### src/rtl/nandc_pkg.sv
package nandc_pkg;
  localparam logic [7:0] OP_LOAD  = 8'h80;
  localparam logic [7:0] OP_RECOL = 8'h85;
  localparam logic [7:0] OP_CACHE = 8'h15;
  localparam logic [7:0] OP_FINAL = 8'h10;
  localparam logic [7:0] OP_STAT  = 8'h70;
  localparam int ROW_W = 8;

  typedef enum logic [2:0] {
    FS_IDLE, FS_COL, FS_ROW, FS_RECOL, FS_DATA
  } fstate_t;
endpackage

### src/rtl/nandc_front.sv
module nandc_front
  import nandc_pkg::*;
#(
  parameter int PAGE_BYTES = 8,
  parameter int COL_W = $clog2(PAGE_BYTES)
) (
  input  logic             clk,
  input  logic             rst,
  input  logic             cmd_valid,
  input  logic [7:0]       cmd_code,
  input  logic             addr_valid,
  input  logic [7:0]       addr_byte,
  input  logic             data_valid,
  output logic [COL_W-1:0] col_o,
  output logic [ROW_W-1:0] row_o,
  output logic             wr_en_o,
  output logic             confirm_o,
  output logic             final_o,
  output logic             stat_mode_o
);
  localparam logic [COL_W-1:0] LAST_COL = COL_W'(PAGE_BYTES - 1);

  fstate_t          st;
  logic [COL_W-1:0] col_q;
  logic [ROW_W-1:0] row_q;
  logic             stat_q;
  logic [COL_W-1:0] col_in;

  assign col_in      = COL_W'(addr_byte % 8'(PAGE_BYTES));
  assign wr_en_o     = data_valid && !cmd_valid && !addr_valid && (st == FS_DATA);
  assign confirm_o   = cmd_valid && (cmd_code == OP_CACHE) && (st == FS_DATA);
  assign final_o     = cmd_valid && (cmd_code == OP_FINAL) && (st == FS_DATA);
  assign col_o       = col_q;
  assign row_o       = row_q;
  assign stat_mode_o = stat_q;

  always_ff @(posedge clk) begin
    if (rst) begin
      st     <= FS_IDLE;
      col_q  <= '0;
      row_q  <= '0;
      stat_q <= 1'b0;
    end else if (cmd_valid) begin
      case (cmd_code)
        OP_LOAD: begin
          st     <= FS_COL;
          stat_q <= 1'b0;
        end
        OP_RECOL: if (st == FS_DATA) st <= FS_RECOL;
        OP_CACHE, OP_FINAL: if (st == FS_DATA) st <= FS_IDLE;
        OP_STAT: stat_q <= 1'b1;
        default: ;
      endcase
    end else if (addr_valid) begin
      case (st)
        FS_COL: begin
          col_q <= col_in;
          st    <= FS_ROW;
        end
        FS_ROW: begin
          row_q <= addr_byte;
          st    <= FS_DATA;
        end
        FS_RECOL: begin
          col_q <= col_in;
          st    <= FS_DATA;
        end
        default: ;
      endcase
    end else if (wr_en_o) begin
      col_q <= (col_q == LAST_COL) ? '0 : col_q + 1'b1;
    end
  end

  // every accepted data byte moves the column pointer
  a_r2_col_steps: assert property (@(posedge clk) disable iff (rst)
    $past(wr_en_o) |-> (col_q != $past(col_q)))
    else $error("a_r2_col_steps");
endmodule

### src/rtl/nandc_regs.sv
module nandc_regs
  import nandc_pkg::*;
#(
  parameter int PAGE_BYTES = 8,
  parameter int COL_W = $clog2(PAGE_BYTES)
) (
  input  logic             clk,
  input  logic             rst,
  input  logic             wr_en_i,
  input  logic [COL_W-1:0] col_i,
  input  logic [7:0]       wr_data_i,
  input  logic [ROW_W-1:0] row_i,
  input  logic             xfer_i,
  output logic [7:0]       rd_data_o,
  output logic [ROW_W-1:0] drow_o
);
  logic [7:0] cache_mem [PAGE_BYTES];
  logic [7:0] page_mem  [PAGE_BYTES];

  always_ff @(posedge clk) begin
    if (wr_en_i) cache_mem[col_i] <= wr_data_i;
  end

  always_ff @(posedge clk) begin
    if (xfer_i) begin
      for (int i = 0; i < PAGE_BYTES; i++) page_mem[i] <= cache_mem[i];
    end
  end

  always_ff @(posedge clk) begin
    if (rst) drow_o <= '0;
    else if (xfer_i) drow_o <= row_i;
  end

  assign rd_data_o = page_mem[col_i];

  // the data page row only changes on a handoff
  a_r9_row_held: assert property (@(posedge clk) disable iff (rst)
    !xfer_i |=> $stable(drow_o))
    else $error("a_r9_row_held");
endmodule

### src/rtl/nandc_engine.sv
module nandc_engine #(
  parameter int T_CB   = 3,
  parameter int T_PROG = 20
) (
  input  logic       clk,
  input  logic       rst,
  input  logic       confirm_i,
  input  logic       final_i,
  input  logic       fail_i,
  output logic       xfer_o,
  output logic [7:0] status_o,
  output logic       rb_o
);
  localparam int CBW = $clog2(T_CB + 1);
  localparam int PW  = $clog2(T_PROG + 1);

  logic           wait_x, prog_busy, fin_pend, st_prev, st_cur, cache_busy;
  logic [CBW-1:0] cb_cnt;
  logic [PW-1:0]  p_cnt;

  assign cache_busy = wait_x || (cb_cnt != '0);
  assign xfer_o     = wait_x && !prog_busy;
  assign rb_o       = !(cache_busy || fin_pend);
  assign status_o   = {1'b0, !cache_busy, !(prog_busy || wait_x), 3'b000, st_prev, st_cur};

  always_ff @(posedge clk) begin
    if (rst) begin
      wait_x    <= 1'b0;
      prog_busy <= 1'b0;
      fin_pend  <= 1'b0;
      st_prev   <= 1'b0;
      st_cur    <= 1'b0;
      cb_cnt    <= '0;
      p_cnt     <= '0;
    end else begin
      if (xfer_o) begin
        wait_x    <= 1'b0;
        prog_busy <= 1'b1;
        p_cnt     <= PW'(T_PROG);
        st_prev   <= st_cur;
        st_cur    <= 1'b0;
      end else if (prog_busy) begin
        if (p_cnt == PW'(1)) begin
          prog_busy <= 1'b0;
          st_cur    <= fail_i;
          if (!wait_x) fin_pend <= 1'b0;
        end else begin
          p_cnt <= p_cnt - 1'b1;
        end
      end
      if (confirm_i || final_i) begin
        wait_x <= 1'b1;
        cb_cnt <= CBW'(T_CB);
      end else if (cb_cnt != '0) begin
        cb_cnt <= cb_cnt - 1'b1;
      end
      if (final_i) fin_pend <= 1'b1;
    end
  end

  // a confirm is only legal while the cache register is free
  a_r3_confirm_when_free: assert property (@(posedge clk) disable iff (rst)
    (confirm_i || final_i) |-> !cache_busy)
    else $error("a_r3_confirm_when_free");

  // a program only starts from a pending handoff
  a_r5_prog_after_handoff: assert property (@(posedge clk) disable iff (rst)
    $rose(prog_busy) |-> $past(wait_x))
    else $error("a_r5_prog_after_handoff");

  // a final confirm drives the line busy on the next cycle
  a_r4_final_busy: assert property (@(posedge clk) disable iff (rst)
    $past(final_i) |-> !rb_o)
    else $error("a_r4_final_busy");

  // the current-page result reads 0 while that page programs
  a_r7_cur_clear: assert property (@(posedge clk) disable iff (rst)
    prog_busy |-> !st_cur)
    else $error("a_r7_cur_clear");
endmodule

### src/rtl/nand_cache_pipe.sv
module nand_cache_pipe
  import nandc_pkg::*;
#(
  parameter int PAGE_BYTES = 8,
  parameter int T_CB       = 3,
  parameter int T_PROG     = 20
) (
  input  logic       clk,
  input  logic       rst,
  input  logic       cmd_valid,
  input  logic [7:0] cmd_code,
  input  logic       addr_valid,
  input  logic [7:0] addr_byte,
  input  logic       data_valid,
  input  logic [7:0] data_byte,
  input  logic       fail_en,
  input  logic [7:0] fail_row,
  output logic       rdy,
  output logic [7:0] dout
);
  localparam int COL_W = $clog2(PAGE_BYTES);

  logic [COL_W-1:0] col;
  logic [ROW_W-1:0] row, drow;
  logic             wr_en, confirm, final_cmd, stat_mode, xfer;
  logic [7:0]       status, page_byte;

  nandc_front #(.PAGE_BYTES(PAGE_BYTES), .COL_W(COL_W)) u_front (
    .clk(clk), .rst(rst), .cmd_valid(cmd_valid), .cmd_code(cmd_code),
    .addr_valid(addr_valid), .addr_byte(addr_byte), .data_valid(data_valid),
    .col_o(col), .row_o(row), .wr_en_o(wr_en), .confirm_o(confirm),
    .final_o(final_cmd), .stat_mode_o(stat_mode)
  );

  nandc_regs #(.PAGE_BYTES(PAGE_BYTES), .COL_W(COL_W)) u_regs (
    .clk(clk), .rst(rst), .wr_en_i(wr_en), .col_i(col), .wr_data_i(data_byte),
    .row_i(row), .xfer_i(xfer), .rd_data_o(page_byte), .drow_o(drow)
  );

  nandc_engine #(.T_CB(T_CB), .T_PROG(T_PROG)) u_engine (
    .clk(clk), .rst(rst), .confirm_i(confirm), .final_i(final_cmd),
    .fail_i(fail_en && (drow == fail_row)), .xfer_o(xfer),
    .status_o(status), .rb_o(rdy)
  );

  always_ff @(posedge clk) begin
    if (rst) dout <= '0;
    else     dout <= stat_mode ? status : page_byte;
  end
endmodule

### config.mk
export PLATFORM = sky130hd
export DESIGN_NAME = nand_cache_pipe
export DESIGN_NICKNAME = d
export VERILOG_FILES = /design/src/rtl/nandc_pkg.sv /design/src/rtl/nandc_front.sv /design/src/rtl/nandc_regs.sv /design/src/rtl/nandc_engine.sv /design/src/rtl/nand_cache_pipe.sv
export SDC_FILE = /design/constraint.sdc
export NUM_CORES = 1
export LEC_CHECK = 0
export BUFFER_PORTS_ARGS = -buffer_cell sky130_fd_sc_hd__buf_2
export CORE_MARGIN = 8
export CORE_UTILIZATION = 59
export CTS_CLUSTER_DIAMETER = 30
export DETAILED_ROUTE_END_ITERATION = 8
export HOLD_SLACK_MARGIN = 0.05
export PLACE_DENSITY = 0.78
export SLEW_MARGIN = 20
export SYNTH_ARGS = -nofsm -noshare
export SYNTH_HDL_FRONTEND = slang
export SYNTH_HIERARCHICAL = 1
export SYNTH_SLANG_ARGS = --single-unit
### constraint.sdc
create_clock -name clk -period 2.4 [get_ports clk]
set_input_delay 0.12 -clock clk [delete_from_list [all_inputs] [get_ports clk]]
set_output_delay 0.12 -clock clk [all_outputs]
set_load 0.02 [all_outputs]
==> impl_results.md <==
* Clock Root Buffer: sky130_fd_sc_hd__clkbuf_8
* Kind of critical path: in2reg
* Final weighted congestion of routability-driven global placement at about 0.83
* Maximum clock insertion buffer count at 2
* Number of setup buffers added after CTS at 0
* Hold Path Cell Cnt at 4
* Number of H-tree branching levels at 4
* Cells along the critical path: dlygate4sd3_1 > buf_2 > nor3b_2 > nand4_1 > a21oi_1 > dlygate4sd3_1 > nor3_1 > dlygate4sd3_1
* Fraction of layout instances using a drive strength above 1 at 0.223
* Cell at the slowest stage of the critical path: sky130_fd_sc_hd__dlygate4sd3_1
* Asr flop ratio synth at 0
* Instance count of the mapped netlist at between 400 and 500
* Die outline area at around 15000 sq um
* Switching portion of total power at 0.208
* Number of detailed-routing iterations run before antenna repair at 4
* Register bit count reported by yosys at roughly 170
* Start point of the worst min-delay path: cmd_code[2]
* Routed via count divided by cell count at ~5.7
* Count of unresolved DRC violations after routing at 0
* Logic depth of the worst register-to-register path at 7
* Delay of the slowest cell on the worst path at roughly 0.59 ns
* Clock period minus final worst setup slack at approximately 2.2 ns
* Most instantiated flip-flop cell in the synthesis netlist: sky130_fd_sc_hd__edfxtp_1
* Worst VDD drop at between 800 and 900 uV
* Outcome: completed
* Number of antenna violations at the first check in global routing at 0
* Synthesis-to-finish area growth at 18.7%
* Cell leakage power at ~2.7 nW
* Cell row count at 38
* Number of warning messages in the yosys log at 6
* Worst hold endpoint: u_front/st[0]$_SDFFE_PP0P_
* CTS tree: built
* Detail Placement HPWL at 7900 um
* Via count of the first global-routing pass at 3693
* Synthesized area per cell at 15.9 sq um
* Count of pins on the block boundary at 47
* Crit end category: flop
* Number of distinct library cells after synthesis at 55
* Largest cells by area after synthesis: sky130_fd_sc_hd__edfxtp_1 (58%), sky130_fd_sc_hd__dfxtp_1 (13%), sky130_fd_sc_hd__mux2i_1 (4.4%), sky130_fd_sc_hd__mux4_1 (4.0%), sky130_fd_sc_hd__nor2_1 (2.3%)
* Number of antenna cells inserted at 0
* Largest net degree at the start of global routing at between 60 and 70
* Total overflow reported by the global router at 0
* Power, Total at around 5.9 mW
* Critical path required time at 2.82 ns
* Reg-to-Reg Start: u_regs/drow_o[2]$_SDFFE_PP0P_
* Maximum operating frequency at around 0.45 GHz
* Power per standard cell area at 755 nW/um^2
* Effective utilization at floorplan at 0.607
* Buf+Inv Stages, Crit Path at 4
* First DRT Iteration DRCs at 316
* Cell class contributing the biggest share of worst-path delay: buffers and inverters
* Register-to-register path setup slack at ~0.21 ns
* Setup TNS Final at 0 ns
* Switching component of the power at 1.23 mW
* Cell seen most often among critical-path stages: sky130_fd_sc_hd__dlygate4sd3_1
* Most used standard cells in the synthesized netlist: sky130_fd_sc_hd__edfxtp_1 (128), sky130_fd_sc_hd__dfxtp_1 (43), sky130_fd_sc_hd__nor2_1 (41)
* Remaining antenna violation count after routing at 0
* Cell type contributing the most total cell area after synthesis: sky130_fd_sc_hd__edfxtp_1
* Worst path arrival time at 2.64 ns
* Combinational power share at 0.044
* Min-Delay Path Class: in2reg
* Internal power summed over all cells at around 4.7 mW
* EDFF count, synth at 128
* Register share of total power at 0.539
* Total standard cell area after synthesis at about 6600 sq um
* DIE HEIGHT at 122 um
* Portion of the post-synthesis area used by sequential elements at 0.715
* First-pass GRT wire length at 19400 um
* Via count at between 3000 and 4000
* Number of buffers inserted by port buffering at 46
* Routed WL at between 10000 and 15000 um
* Finish-stage setup viols at 0
* Setup repair after global routing missed its margin: false
* Final-report max-slew violation count at 0
* Sort of element at the start of the critical path: input port
* R2r endpoint: u_engine/st_cur$_SDFFE_PP0P_
* Width of the die at between 100 and 150 um
* Final instance area at between 7000 and 8000 sq um
* Clock-pin slew on the worst setup and hold paths at ~0.07 ns
* Count of maximum capacitance violations at 0
* Area share of the largest cell type after synthesis at 0.584
* Post-route clock period utilization at 0.923
* Most common cell in the synthesized netlist: sky130_fd_sc_hd__edfxtp_1
* Sink count of the clock tree at 171
* Skew-Pair Late Insertion Delay at ~0.53 ns
* Aggregate global-route resource usage at 0.176
* Max FO, Critical Path at 6
* Clock buffers created by TritonCTS at 17
* Relative slew margins at 0.345
* Hold Vio Cnt, Final at 0
* Area inside the core boundary at between 10000 and 15000 sq um
* Skew final at between 0.007 and 0.008 ns
* Net total in the final layout at roughly 550
* Critical Path Stages at 8
* Part of the total power dissipated in the clock network at 0.417
* Standard cell area after detailed placement at between 7000 and 8000 sq um
* Transition time of the tightest slew-check pin at approximately 0.98 ns
* Post-detailed-route wirelength per cell at around 19 um
how the worst max path moves through the flow:
| stage | startpoint | to | slack [ns] |
|---|---|---|---|
| 6_report | cmd_valid | u_front/stat_mode_o$_SDFFE_PP0P_ | 0.18 |
| 5_1_grt | u_regs/drow_o[2]$_SDFFE_PP0P_ | u_engine/st_cur$_SDFFE_PP0P_ | 0.07 |
| 4_1_cts | u_regs/drow_o[2]$_SDFFE_PP0P_ | u_engine/st_cur$_SDFFE_PP0P_ | 0.20 |
| 3_5_place_dp | u_front/col_o[2]$_SDFFE_PP0P_ | u_regs/cache_mem[4][2]$_DFFE_PP_ | 0.28 |
| 3_3_place_gp | u_front/col_o[2]$_SDFFE_PP0P_ | u_regs/cache_mem[4][4]$_DFFE_PP_ | 0.32 |
| 2_1_floorplan | u_engine/prog_busy$_SDFF_PP0_ | u_regs/drow_o[0]$_SDFFE_PP0P_ | 0.31 |
state kept, by name (all words and copies together), names as in the netlist, 2 cells and up:
signal and cells:
dout 8, u_engine/cb_cnt 2, u_engine/p_cnt 5, u_front/col_o 3, u_front/row_o 8, u_front/st 3
u_regs/cache_mem 64, u_regs/drow_o 8, u_regs/page_mem 64
worst register-to-register path: stages (launching register included):
cell,delay (ns)
sky130_fd_sc_hd__dfxtp_1,0.35
sky130_fd_sc_hd__xnor2_1,0.12
sky130_fd_sc_hd__nand2_1,0.06
sky130_fd_sc_hd__dlygate4sd3_1,0.56
sky130_fd_sc_hd__nor3_2,0.17
sky130_fd_sc_hd__dlygate4sd3_1,0.56
sky130_fd_sc_hd__nand3_1,0.07
sky130_fd_sc_hd__a211oi_1,0.22
metrics by stage:
stage / instances / util / setup slack, ns / hold WS, ns
detailed placement: 598 / 0.647 / 0.285 / 0.369
global route: 655 / 0.720 / 0.0749 / 0.108
floorplan: 416 / - / 0.306 / 0.219
CTS: 655 / 0.720 / 0.202 / 0.0549
global placement: 598 / 0.647 / 0.322 / 0.361
finish: 655 / 0.720 / 0.184 / 0.110
per-layer routing:
metal	up-vias	track usage	wire, um
li1	1755	-	-
met1	1857	0.213	5200
met2	113	0.280	6050
met3	16	0.0694	863
met4	0	0.0648	157
met5	-	0	0
layout make-up:
cell class,instances,area [sq um]
tap,140,175
clock buffer,17,414
fill,665,3030
clock inverter,14,123
timing repair buffer,91,646
inverter,8,30.0
multi-input combinational,214,1720
sequential,171,4700
cell families (layout without fill, tap and decap cells):
group                    Yosys count  count (layout)  synth area share
flip-flops                       171             171             0.715
AO/OA/AOI/OAI                     44              44            0.0464
other                              1               4          0.000570
multiplexers                      52              52             0.106
buffers and inverters             31             130            0.0257
XOR/XNOR                          10              10            0.0133
AND/OR/NAND/NOR                   99              99            0.0831
adder cells (fa/ha/maj)            5               5           0.00951
layout by cell type (no fill, tap or decap), types with 3 or more instances in the layout:
cell | synthesis | final
sky130_fd_sc_hd__a21oi_1 | 15 | 15
sky130_fd_sc_hd__o21ai_0 | 3 | 3
sky130_fd_sc_hd__o211ai_1 | 4 | 4
sky130_fd_sc_hd__clkinv_1 | 0 | 3
sky130_fd_sc_hd__conb_1 | 1 | 4
sky130_fd_sc_hd__mux2_2 | 13 | 13
sky130_fd_sc_hd__nand2b_1 | 6 | 6
sky130_fd_sc_hd__nor2_1 | 41 | 41
sky130_fd_sc_hd__nand2_1 | 10 | 10
sky130_fd_sc_hd__buf_2 | 3 | 46
sky130_fd_sc_hd__a211oi_1 | 3 | 3
sky130_fd_sc_hd__mux4_1 | 10 | 10
sky130_fd_sc_hd__nand3b_1 | 4 | 4
sky130_fd_sc_hd__inv_1 | 7 | 7
sky130_fd_sc_hd__ha_1 | 5 | 5
sky130_fd_sc_hd__a311oi_1 | 4 | 4
sky130_fd_sc_hd__xnor2_1 | 8 | 8
sky130_fd_sc_hd__nor2b_1 | 6 | 6
sky130_fd_sc_hd__nor3_1 | 5 | 5
sky130_fd_sc_hd__dfxtp_1 | 43 | 43
sky130_fd_sc_hd__clkbuf_16 | 0 | 16
sky130_fd_sc_hd__clkinv_4 | 0 | 3
sky130_fd_sc_hd__inv_6 | 0 | 4
sky130_fd_sc_hd__mux2i_1 | 29 | 29
sky130_fd_sc_hd__nand3_1 | 8 | 8
sky130_fd_sc_hd__dlygate4sd3_1 | 0 | 26
sky130_fd_sc_hd__buf_4 | 6 | 18
sky130_fd_sc_hd__edfxtp_1 | 128 | 128
power groups by stage:
stage / clock network (mW) / registers, mW / logic [mW]
5_1_grt: 2.62 / 3.18 / 0.284
6_report: 2.46 / 3.18 / 0.258
3_3_place_gp: 0 / 3.24 / 0.219
2_1_floorplan: 0 / 3.25 / 0.141
3_5_place_dp: 0 / 3.24 / 0.230
4_1_cts: 2.50 / 3.18 / 0.260
timing repair:
item                      4_1_cts  5_1_grt
hold buffers                   26        0
resized for setup               0        0
hold endpoints to repair       80        0
No activity file was read; power rests on OpenSTA's default activity.
